**config.mk**
```make
export PLATFORM = sky130hd
export DESIGN_NAME = cmdlist_ctrl_regs
export DESIGN_NICKNAME = d
export VERILOG_FILES = /design/src/rtl/cmdlist_pkg.sv /design/src/rtl/cl_status_ctrl.sv /design/src/rtl/cl_ptr_bank.sv /design/src/rtl/cl_span_bank.sv /design/src/rtl/cmdlist_ctrl_regs.sv
export SDC_FILE = /design/constraint.sdc
export NUM_CORES = 1
export LEC_CHECK = 0
export BUFFER_PORTS_ARGS = -buffer_cell sky130_fd_sc_hd__buf_4
export CAP_MARGIN = 10
export CORE_MARGIN = 4
export CORE_UTILIZATION = 45
export DETAILED_ROUTE_END_ITERATION = 10
export MAX_ROUTING_LAYER = met4
export PLACE_DENSITY = 0.75
export SLEW_MARGIN = 0
export SYNTH_ARGS = -nofsm -noshare
export SYNTH_HDL_FRONTEND = slang
export SYNTH_SLANG_ARGS = --single-unit
```
**constraint.sdc**
```tcl
create_clock -name clk -period 1.85 [get_ports clk]
set_clock_uncertainty 0.15 [all_clocks]
set_input_delay 0.37 -clock clk [delete_from_list [all_inputs] [get_ports clk]]
set_output_delay 0.37 -clock clk [all_outputs]
set_load 0.02 [all_outputs]
```
**src/rtl/cmdlist_pkg.sv**
```systemverilog
// Package: shared address codes, status bit positions and the masked-merge
// helper used by the command-list control register block.
package cmdlist_pkg;

    // Word addresses of the control window
    localparam int unsigned A_START   = 0;
    localparam int unsigned A_END     = 1;
    localparam int unsigned A_CURRENT = 2;
    localparam int unsigned A_STATUS  = 3;
    // First word address of the span bank
    localparam int unsigned A_SPAN0   = 8;

    // Status bit positions
    localparam int unsigned ST_SRC    = 0;
    localparam int unsigned ST_FREEZE = 1;
    localparam int unsigned ST_FLUSH  = 2;
    localparam int unsigned ST_DONE   = 7;

    // Number of clear/set command pairs in a status write
    localparam int unsigned N_PAIRS   = 3;

    // Per-bit masked merge of new data into an old value
    function automatic logic [31:0] masked_merge(input logic [31:0] old_v,
                                                 input logic [31:0] new_v,
                                                 input logic [31:0] msk);
        return (old_v & ~msk) | (new_v & msk);
    endfunction

endpackage

```
**src/rtl/cl_status_ctrl.sv**
```systemverilog
// Status flag unit. Holds the source, freeze and flush flags and the done bit.
// Flags are changed only by clear/set command pairs or by a completion event.
// Assumes: cmd is already masked by the caller; DATA_W >= 8.
module cl_status_ctrl
    import cmdlist_pkg::*;
#(
    parameter int unsigned DATA_W = 32
) (
    input  logic                  clk,
    input  logic                  rst_n,
    input  logic                  cmd_wr,
    input  logic [2*N_PAIRS-1:0]  cmd,
    input  logic                  done_evt,
    input  logic                  cop_halt,
    input  logic                  cop_broke,
    output logic [DATA_W-1:0]     status,
    output logic                  restart_pulse
);

    logic [N_PAIRS-1:0] flag_q;
    logic [N_PAIRS-1:0] flag_d;
    logic               done_q;

    for (genvar gi = 0; gi < N_PAIRS; gi++) begin : g_pair
        // Next flag value: clear, then set (set wins), then completion override
        always_comb begin
            flag_d[gi] = flag_q[gi];
            if (cmd_wr && cmd[2*gi])   flag_d[gi] = 1'b0;
            if (cmd_wr && cmd[2*gi+1]) flag_d[gi] = 1'b1;
            if (done_evt && (gi == ST_SRC))    flag_d[gi] = 1'b1;
            if (done_evt && (gi == ST_FREEZE)) flag_d[gi] = 1'b0;
        end
    end

    // Flag and done-bit storage
    always_ff @(posedge clk) begin
        if (!rst_n) begin
            flag_q <= '0;
            done_q <= 1'b0;
        end else begin
            flag_q <= flag_d;
            if (done_evt) done_q <= 1'b1;
        end
    end

    // Restart request when freeze is cleared while the coprocessor is running
    always_ff @(posedge clk) begin
        if (!rst_n) restart_pulse <= 1'b0;
        else        restart_pulse <= cmd_wr && cmd[2*ST_FREEZE] && !cop_halt && !cop_broke;
    end

    // Assemble the readable status word
    always_comb begin
        status = '0;
        status[N_PAIRS-1:0] = flag_q;
        status[ST_DONE]     = done_q;
    end

endmodule

```
**src/rtl/cl_ptr_bank.sv**
```systemverilog
// Pointer bank: start, end and current pointers of the command list.
// A start write also reloads current; current has no direct write path.
// Assumes: at most one of wr_start / wr_end is high in a cycle.
module cl_ptr_bank
    import cmdlist_pkg::*;
#(
    parameter int unsigned DATA_W = 32
) (
    input  logic              clk,
    input  logic              rst_n,
    input  logic              wr_start,
    input  logic              wr_end,
    input  logic [DATA_W-1:0] wdata,
    input  logic [DATA_W-1:0] wmask,
    output logic [DATA_W-1:0] start_q,
    output logic [DATA_W-1:0] end_q,
    output logic [DATA_W-1:0] cur_q
);

    logic [DATA_W-1:0] start_new;

    // Merged value a start write would store
    assign start_new = (start_q & ~wmask) | (wdata & wmask);

    // Pointer storage with masked writes
    always_ff @(posedge clk) begin
        if (!rst_n) begin
            start_q <= '0;
            end_q   <= '0;
            cur_q   <= '0;
        end else begin
            if (wr_start) begin
                start_q <= start_new;
                cur_q   <= start_new;
            end
            if (wr_end) end_q <= (end_q & ~wmask) | (wdata & wmask);
        end
    end

endmodule

```
**src/rtl/cl_span_bank.sv**
```systemverilog
// Span register bank: N_SPAN plain storage words with per-bit masked writes.
// Assumes: wr_en is one-hot or zero.
module cl_span_bank #(
    parameter int unsigned DATA_W = 32,
    parameter int unsigned N_SPAN = 4
) (
    input  logic                     clk,
    input  logic                     rst_n,
    input  logic [N_SPAN-1:0]        wr_en,
    input  logic [DATA_W-1:0]        wdata,
    input  logic [DATA_W-1:0]        wmask,
    output logic [N_SPAN*DATA_W-1:0] span_flat
);

    for (genvar gs = 0; gs < N_SPAN; gs++) begin : g_span
        logic [DATA_W-1:0] word_q;
        // One span word with masked write
        always_ff @(posedge clk) begin
            if (!rst_n)         word_q <= '0;
            else if (wr_en[gs]) word_q <= (word_q & ~wmask) | (wdata & wmask);
        end
        assign span_flat[gs*DATA_W +: DATA_W] = word_q;
    end

endmodule

```
**src/rtl/cmdlist_ctrl_regs.sv**
```systemverilog
// Top: command-list control register block. Decodes the register bus and
// routes writes to the pointer, status and span units. Provides a
// combinational read mux and the registered host interrupt pulse.
// Assumes: one write per bus_wr cycle; DATA_W fixed at 32 by the package helper.
module cmdlist_ctrl_regs
    import cmdlist_pkg::*;
#(
    parameter int unsigned DATA_W = 32,
    parameter int unsigned ADDR_W = 4,
    parameter int unsigned N_SPAN = 4
) (
    input  logic              clk,
    input  logic              rst_n,
    input  logic              bus_wr,
    input  logic [ADDR_W-1:0] bus_addr,
    input  logic [DATA_W-1:0] bus_wdata,
    input  logic [DATA_W-1:0] bus_wmask,
    output logic [DATA_W-1:0] bus_rdata,
    input  logic              done_evt,
    input  logic              cop_halt,
    input  logic              cop_broke,
    output logic              irq_pulse,
    output logic              task_restart
);

    localparam int unsigned CMD_W = 2 * N_PAIRS;

    logic                     sel_start, sel_end, sel_status;
    logic [N_SPAN-1:0]        sel_span;
    logic [CMD_W-1:0]         stat_cmd;
    logic [DATA_W-1:0]        start_q, end_q, cur_q, status_q;
    logic [N_SPAN*DATA_W-1:0] span_flat;

    // Write address decode
    always_comb begin
        sel_start  = bus_wr && (bus_addr == ADDR_W'(A_START));
        sel_end    = bus_wr && (bus_addr == ADDR_W'(A_END));
        sel_status = bus_wr && (bus_addr == ADDR_W'(A_STATUS));
        for (int k = 0; k < N_SPAN; k++)
            sel_span[k] = bus_wr && (bus_addr == ADDR_W'(A_SPAN0 + k));
    end

    // Effective status commands: only masked bits act
    assign stat_cmd = bus_wdata[CMD_W-1:0] & bus_wmask[CMD_W-1:0];

    cl_ptr_bank #(.DATA_W(DATA_W)) u_ptr (
        .clk      (clk),
        .rst_n    (rst_n),
        .wr_start (sel_start),
        .wr_end   (sel_end),
        .wdata    (bus_wdata),
        .wmask    (bus_wmask),
        .start_q  (start_q),
        .end_q    (end_q),
        .cur_q    (cur_q)
    );

    cl_status_ctrl #(.DATA_W(DATA_W)) u_stat (
        .clk           (clk),
        .rst_n         (rst_n),
        .cmd_wr        (sel_status),
        .cmd           (stat_cmd),
        .done_evt      (done_evt),
        .cop_halt      (cop_halt),
        .cop_broke     (cop_broke),
        .status        (status_q),
        .restart_pulse (task_restart)
    );

    cl_span_bank #(.DATA_W(DATA_W), .N_SPAN(N_SPAN)) u_span (
        .clk       (clk),
        .rst_n     (rst_n),
        .wr_en     (sel_span),
        .wdata     (bus_wdata),
        .wmask     (bus_wmask),
        .span_flat (span_flat)
    );

    // Host interrupt pulse on end write or completion
    always_ff @(posedge clk) begin
        if (!rst_n) irq_pulse <= 1'b0;
        else        irq_pulse <= sel_end || done_evt;
    end

    // Combinational read mux; read-only and unmapped words return zero
    always_comb begin
        bus_rdata = '0;
        if (bus_addr == ADDR_W'(A_START))   bus_rdata = start_q;
        if (bus_addr == ADDR_W'(A_END))     bus_rdata = end_q;
        if (bus_addr == ADDR_W'(A_CURRENT)) bus_rdata = cur_q;
        if (bus_addr == ADDR_W'(A_STATUS))  bus_rdata = status_q;
        for (int k = 0; k < N_SPAN; k++)
            if (bus_addr == ADDR_W'(A_SPAN0 + k))
                bus_rdata = span_flat[k*DATA_W +: DATA_W];
    end

endmodule

```
==> results.json, run 1 <==
{
  "grt_antenna_before_repair": 0,
  "setup_ws_ps": -329,
  "nets": 1334,
  "drc_errors": 0,
  "yosys_warnings": 0,
  "wl_per_cell_um": 18.7,
  "crit_chain": "mux2i_1 > a2111oi_2 > a21oi_1 > o22ai_2 > buf_6",
  "synth_area_leader_cell": "dfxtp_1",
  "dr.pass1.iters": 6,
  "async_reset_ff_frac": 0,
  "syn_to_final_growth_pct": 31.3,
  "cp.required_ps": 1330,
  "pre_cts_ws_ps": -360,
  "hold_path_class": "input port to register",
  "drive_gt1_frac": 0.277,
  "antenna_cells": 0,
  "vias_per_cell": 5.64,
  "initial_core_util": 0.464,
  "ys_ff_latch": 198,
  "crit_arrival_ps": 1660,
  "finalWorstPathRequiredPeriod_ps": 2180,
  "die_y_um": 159,
  "synth-seq-area-share": 0.386,
  "track_usage": 0.224,
  "yosysUniqueCellTypes": 41,
  "p_leak_nw": 5.99,
  "setup_viol": 32,
  "layout.cells.most_common": "mux2i_1",
  "clk_pin_slew_ps": 70,
  "crit_path_end_kind": "primary output",
  "yosys-top-cells-area": "dfxtp_1 (39%), mux2i_1 (21%), nor2b_1 (12%), nand3_1 (9.4%), a2bb2oi_1 (2.4%)",
  "fp.dieW_um": 159,
  "cts.sinks": 198,
  "netlist_area_sq_mm": 0.0103,
  "status": "finished with violations",
  "startpoint_type": "register",
  "vias": 8754,
  "crit_fanout": 2,
  "critPathKind": "register to primary output",
  "port-buffer-count": 107,
  "grt_pass1_vias": 8466,
  "maxSlewHeadroom": 0.742,
  "coreArea_sq_mm": 0.0221,
  "place.gp.congestion": 0.797,
  "power_density_mw_per_mm2": 693,
  "yosysTopAreaCellShare": 0.386,
  "grt_pass1_wl_mm": 45.7,
  "drtIter0Drc": 658,
  "root_buffer": "clkbuf_16",
  "finalMaxSlewViolations": 0,
  "slowest_stage": "a2111oi_2",
  "syn_avg_cell_area_sq_um": 9.02,
  "tightest_slew_ps": 386,
  "cts_made_buffers": 17,
  "dp_hpwl_mm": 18.1,
  "synth_nets": 1212,
  "rsz0062_at_grt": "true",
  "max_cap_viol_count": 0,
  "netlist_instances": 1138,
  "std_cell_rows": 54,
  "finalHoldViolations": 0,
  "fin_util": 0.610,
  "multi_input_area_sq_mm": 0.00644,
  "dieArea_sq_mm": 0.0253,
  "gr-total-overflow": 0,
  "fmax_ghz": 0.459,
  "wl_mm": 29.0,
  "h-tree-depth": 4,
  "fin_crit_sh": 1.18,
  "critPathMaxStageDelay_ps": 350,
  "final_cell_mix": "mux2i_1 (217), nor2b_1 (195), nand3_1 (193)",
  "ys.flop_type": "dfxtp_1",
  "violations": "setup timing",
  "regArea_sq_mm": 0.00398,
  "tritoncts": "built",
  "insertion_delay_ps": 430,
  "boundaryPins": 108,
  "ctsLongestPathBuffers": 2,
  "nFillCells": 1786,
  "irDropWorstVdd_v": 0.000522,
  "antenna_left": 0,
  "grt_max_degree": 77,
  "synth_edf_count": 0
}
worst paths after layout:
| check | slack (ps) | endpoint | cells past startpoint | startpoint |
|---|---|---|---|---|
| hold / removal | 90 | register | 3 | bus_wdata[13] |
| setup reg to reg | 950 | u_stat.flag_q[0] | 3 | u_stat.flag_q[0] |
| setup / recovery | -330 | bus_rdata[0] | 5 | register |
| hold reg to reg | 330 | u_stat.done_q | 1 | u_stat.done_q |
critical path: cells and delay by family (launching register included):
family	cells	cell delay (ps)
compound gates	3	670
buf+inv	1	150
flops	1	330
mux	1	80
routing by layer:
metal | vias to the layer above | track usage | wire length, um
met4 | 0 | 0.0564 | 433
met5 | - | - | 0
met1 | 4229 | 0.294 | 13200
met3 | 39 | 0.0404 | 1420
met2 | 239 | 0.359 | 14000
li1 | 4247 | - | -
report_power, final:
part	leakage [nW]	switching, mW	internal [mW]
Clock	0.276	1.67	2.02
Sequential	1.60	0.0189	4.29
Combinational	4.11	0.712	0.619
Total	5.99	2.41	6.93
cell families after synthesis:
logic type      Yosys count  share of synthesized area
compound gates          114                     0.0840
buf+inv                  98                     0.0460
flops                   198                      0.386
mux                     225                      0.222
simple gates            503                      0.262
cell type report:
class                   instances  area share
clock inverters                 9     0.00687
inverters                       2    0.000836
well taps                     280      0.0260
repair buffers                199       0.157
flip-flops and latches        198       0.295
multi-input cells             842       0.478
clock buffers                  23      0.0362
through the flow:
stage                     instance area, sq um  total power, mW  hold slack, ps  cells  setup TNS (ps)
after floorplan                          10500             4.99             290   1138            -375
after global placement                   11900             5.52             306   1493          -16980
after detailed placement                 11900             5.53             310   1493          -19970
after CTS                                13100             9.30            83.4   1540           -6100
after global routing                     13500             9.62            87.1   1553           -7430
final                                    13500             9.34            89.3   1553           -6130
Yosys cell counts, drive strengths merged (8+ instances only):
library cell  number
o21ai              8
nand3            193
o22ai             24
mux2i            217
a2bb2oi           28
nor2b            199
clkbuf            38
nor2              62
o2bb2ai           23
buf               58
nand2             35
dfxtp            198
what timing repair did:
action / CTS / global route
hold buffers: 3 / 0
endpoints found under the setup margin: 32 / 32
gates cloned: 3 / 2
resized for setup: 118 / 49
pin swaps: 24 / 19
hold endpoints to repair: 2 / 0
setup buffers: 9 / 13
Power figures use the tool's default switching activity.
==> run 2: changes to the inputs <==
CTS_BUF_LIST = sky130_fd_sc_hd__clkbuf_8   (was not set)
==> results.json, run 2 (synthesis gave the netlist of run 1 again) <==
{
  "port-buffer-count": 107,
  "grt_antenna_before_repair": 0,
  "crit_fanout": 2,
  "p_leak_nw": 5.88,
  "grt_pass1_wl_mm": 45.7,
  "clk_pin_slew_ps": 100,
  "antenna_cells": 0,
  "vias": 8651,
  "cts_made_buffers": 17,
  "nFillCells": 1815,
  "vias_per_cell": 5.58,
  "final_cells": 1549,
  "worst-path-buf-inv": 1,
  "crit_arrival_ps": 1650,
  "dieArea_sq_mm": 0.0253,
  "layout.cells.most_common": "mux2i_1",
  "rsz0062_at_grt": "true",
  "gr-total-overflow": 0,
  "coreArea_sq_mm": 0.0221,
  "dr.pass1.iters": 5,
  "initial_core_util": 0.464,
  "violations": "setup timing",
  "root_buffer": "clkbuf_8",
  "slowest_stage": "dfxtp_2",
  "wl_per_cell_um": 18.3,
  "place.gp.congestion": 0.797,
  "ctsLongestPathBuffers": 2,
  "setup_viol": 32,
  "nets": 1330,
  "std_cell_rows": 54,
  "die_y_um": 159,
  "fin_util": 0.599,
  "rrSetupSlack_ps": 940,
  "syn_to_final_growth_pct": 28.9,
  "critPathMaxStageDelay_ps": 330,
  "hold_path_class": "input port to register",
  "startpoint_type": "register",
  "fp.dieW_um": 159,
  "drive_gt1_frac": 0.292,
  "dp_hpwl_mm": 18.1,
  "grt_max_degree": 77,
  "h-tree-depth": 4,
  "fmax_ghz": 0.460,
  "finalMaxSlewViolations": 0,
  "cp.required_ps": 1330,
  "tightest_slew_ps": 368,
  "status": "finished with violations",
  "pre_cts_ws_ps": -360,
  "finalWorstPathRequiredPeriod_ps": 2170,
  "insertion_delay_ps": 470,
  "crit_chain": "mux2_4 > a22oi_2 > a2bb2oi_2 > o21ai_2 > buf_6",
  "wl_mm": 28.3,
  "fin_crit_sh": 1.17,
  "crit_path_end_kind": "primary output",
  "max_cap_viol_count": 0,
  "finalHoldViolations": 0,
  "track_usage": 0.224,
  "grt_pass1_vias": 8487,
  "critPathKind": "register to primary output",
  "irDropWorstVdd_v": 0.000443,
  "antenna_left": 0,
  "setup_ws_ps": -323,
  "boundaryPins": 108,
  "final_cell_mix": "mux2i_1 (217), nor2b_1 (195), nand3_1 (193)",
  "maxSlewHeadroom": 0.754,
  "tritoncts": "built",
  "drtIter0Drc": 630,
  "power_density_mw_per_mm2": 634,
  "cts.sinks": 198,
  "drc_errors": 0,
  "dp_cells": 1493,
  "path_delay_family": "compound AO/OA/AOI/OAI gates"
}
-- run 2: cell types whose count changed in the layout (fill, tap and decap cells not counted), sizes merged --
| cell | delta |
|---|---|
| clkinvlp | -1 |
| bufbuf | -1 |
| clkbuf | -4 |
| buf | -1 |
| inv | +3 |
-- run 2: what timing repair did --
item | in CTS | in global routing
cloned | 3 | 0
gates resized for setup | 138 | 40
hold buffers | 3 | 0
pin swaps | 32 | 12
buffers inserted | 14 | 4
endpoints found under the setup margin | 32 | 32
endpoints found under the hold margin | 5 | 0
-- run 2: area by class of cell --
type                    count  area (sq um)  area share
clock buffers              21           289      0.0219
clock inverters            11           100     0.00757
inverters                   2          7.51    0.000568
multi-input cells         842          6520       0.493
flip-flops and latches    198          3990       0.301
well taps                 280           350      0.0265
repair buffers            195          1980       0.149
-- run 2: power breakdown --
| part | switching, mW | internal (mW) | total, mW |
|---|---|---|---|
| logic | 0.701 | 0.587 | 1.29 |
| registers | 0.0195 | 4.29 | 4.31 |
| clock network | 1.57 | 1.21 | 2.78 |
| total | 2.29 | 6.09 | 8.38 |
-- run 2: path summary, 6_finish.rpt --
kind / end / startpoint / depth (start not counted)
max reg2reg: u_stat.flag_q[0] / u_stat.flag_q[0] / 3
min reg2reg: u_stat.done_q / u_stat.done_q / 1
min: register / bus_wdata[13] / 3
max: bus_rdata[11] / register / 5
-- run 2: per-stage QoR --
step | TNS (ps) | cell area [sq um] | power, mW | hold slack [ps]
3_5_place_dp | -19970 | 11900 | 5.53 | 310
3_3_place_gp | -16980 | 11900 | 5.52 | 306
6_report | -6170 | 13200 | 8.38 | 42.9
2_1_floorplan | -375 | 10500 | 4.99 | 290
5_1_grt | -7550 | 13200 | 8.69 | 22.6
4_1_cts | -6200 | 13000 | 8.43 | 15.6
-- run 2: metal layers --
metal / share of wire / GRT usage / up-vias
met2: 0.47 / 0.358 / 203
met3: 0.044 / 0.0388 / 42
met5: 0 / - / -
met4: 0.019 / 0.0592 / 0
met1: 0.47 / 0.296 / 4162
li1: - / - / 4244
-- run 2: worst min-delay path: cells and delay by family --
kind	cells	cell delay, ps
buffers and inverters	1	110
multiplexers	1	70
AND/OR/NAND/NOR	1	90
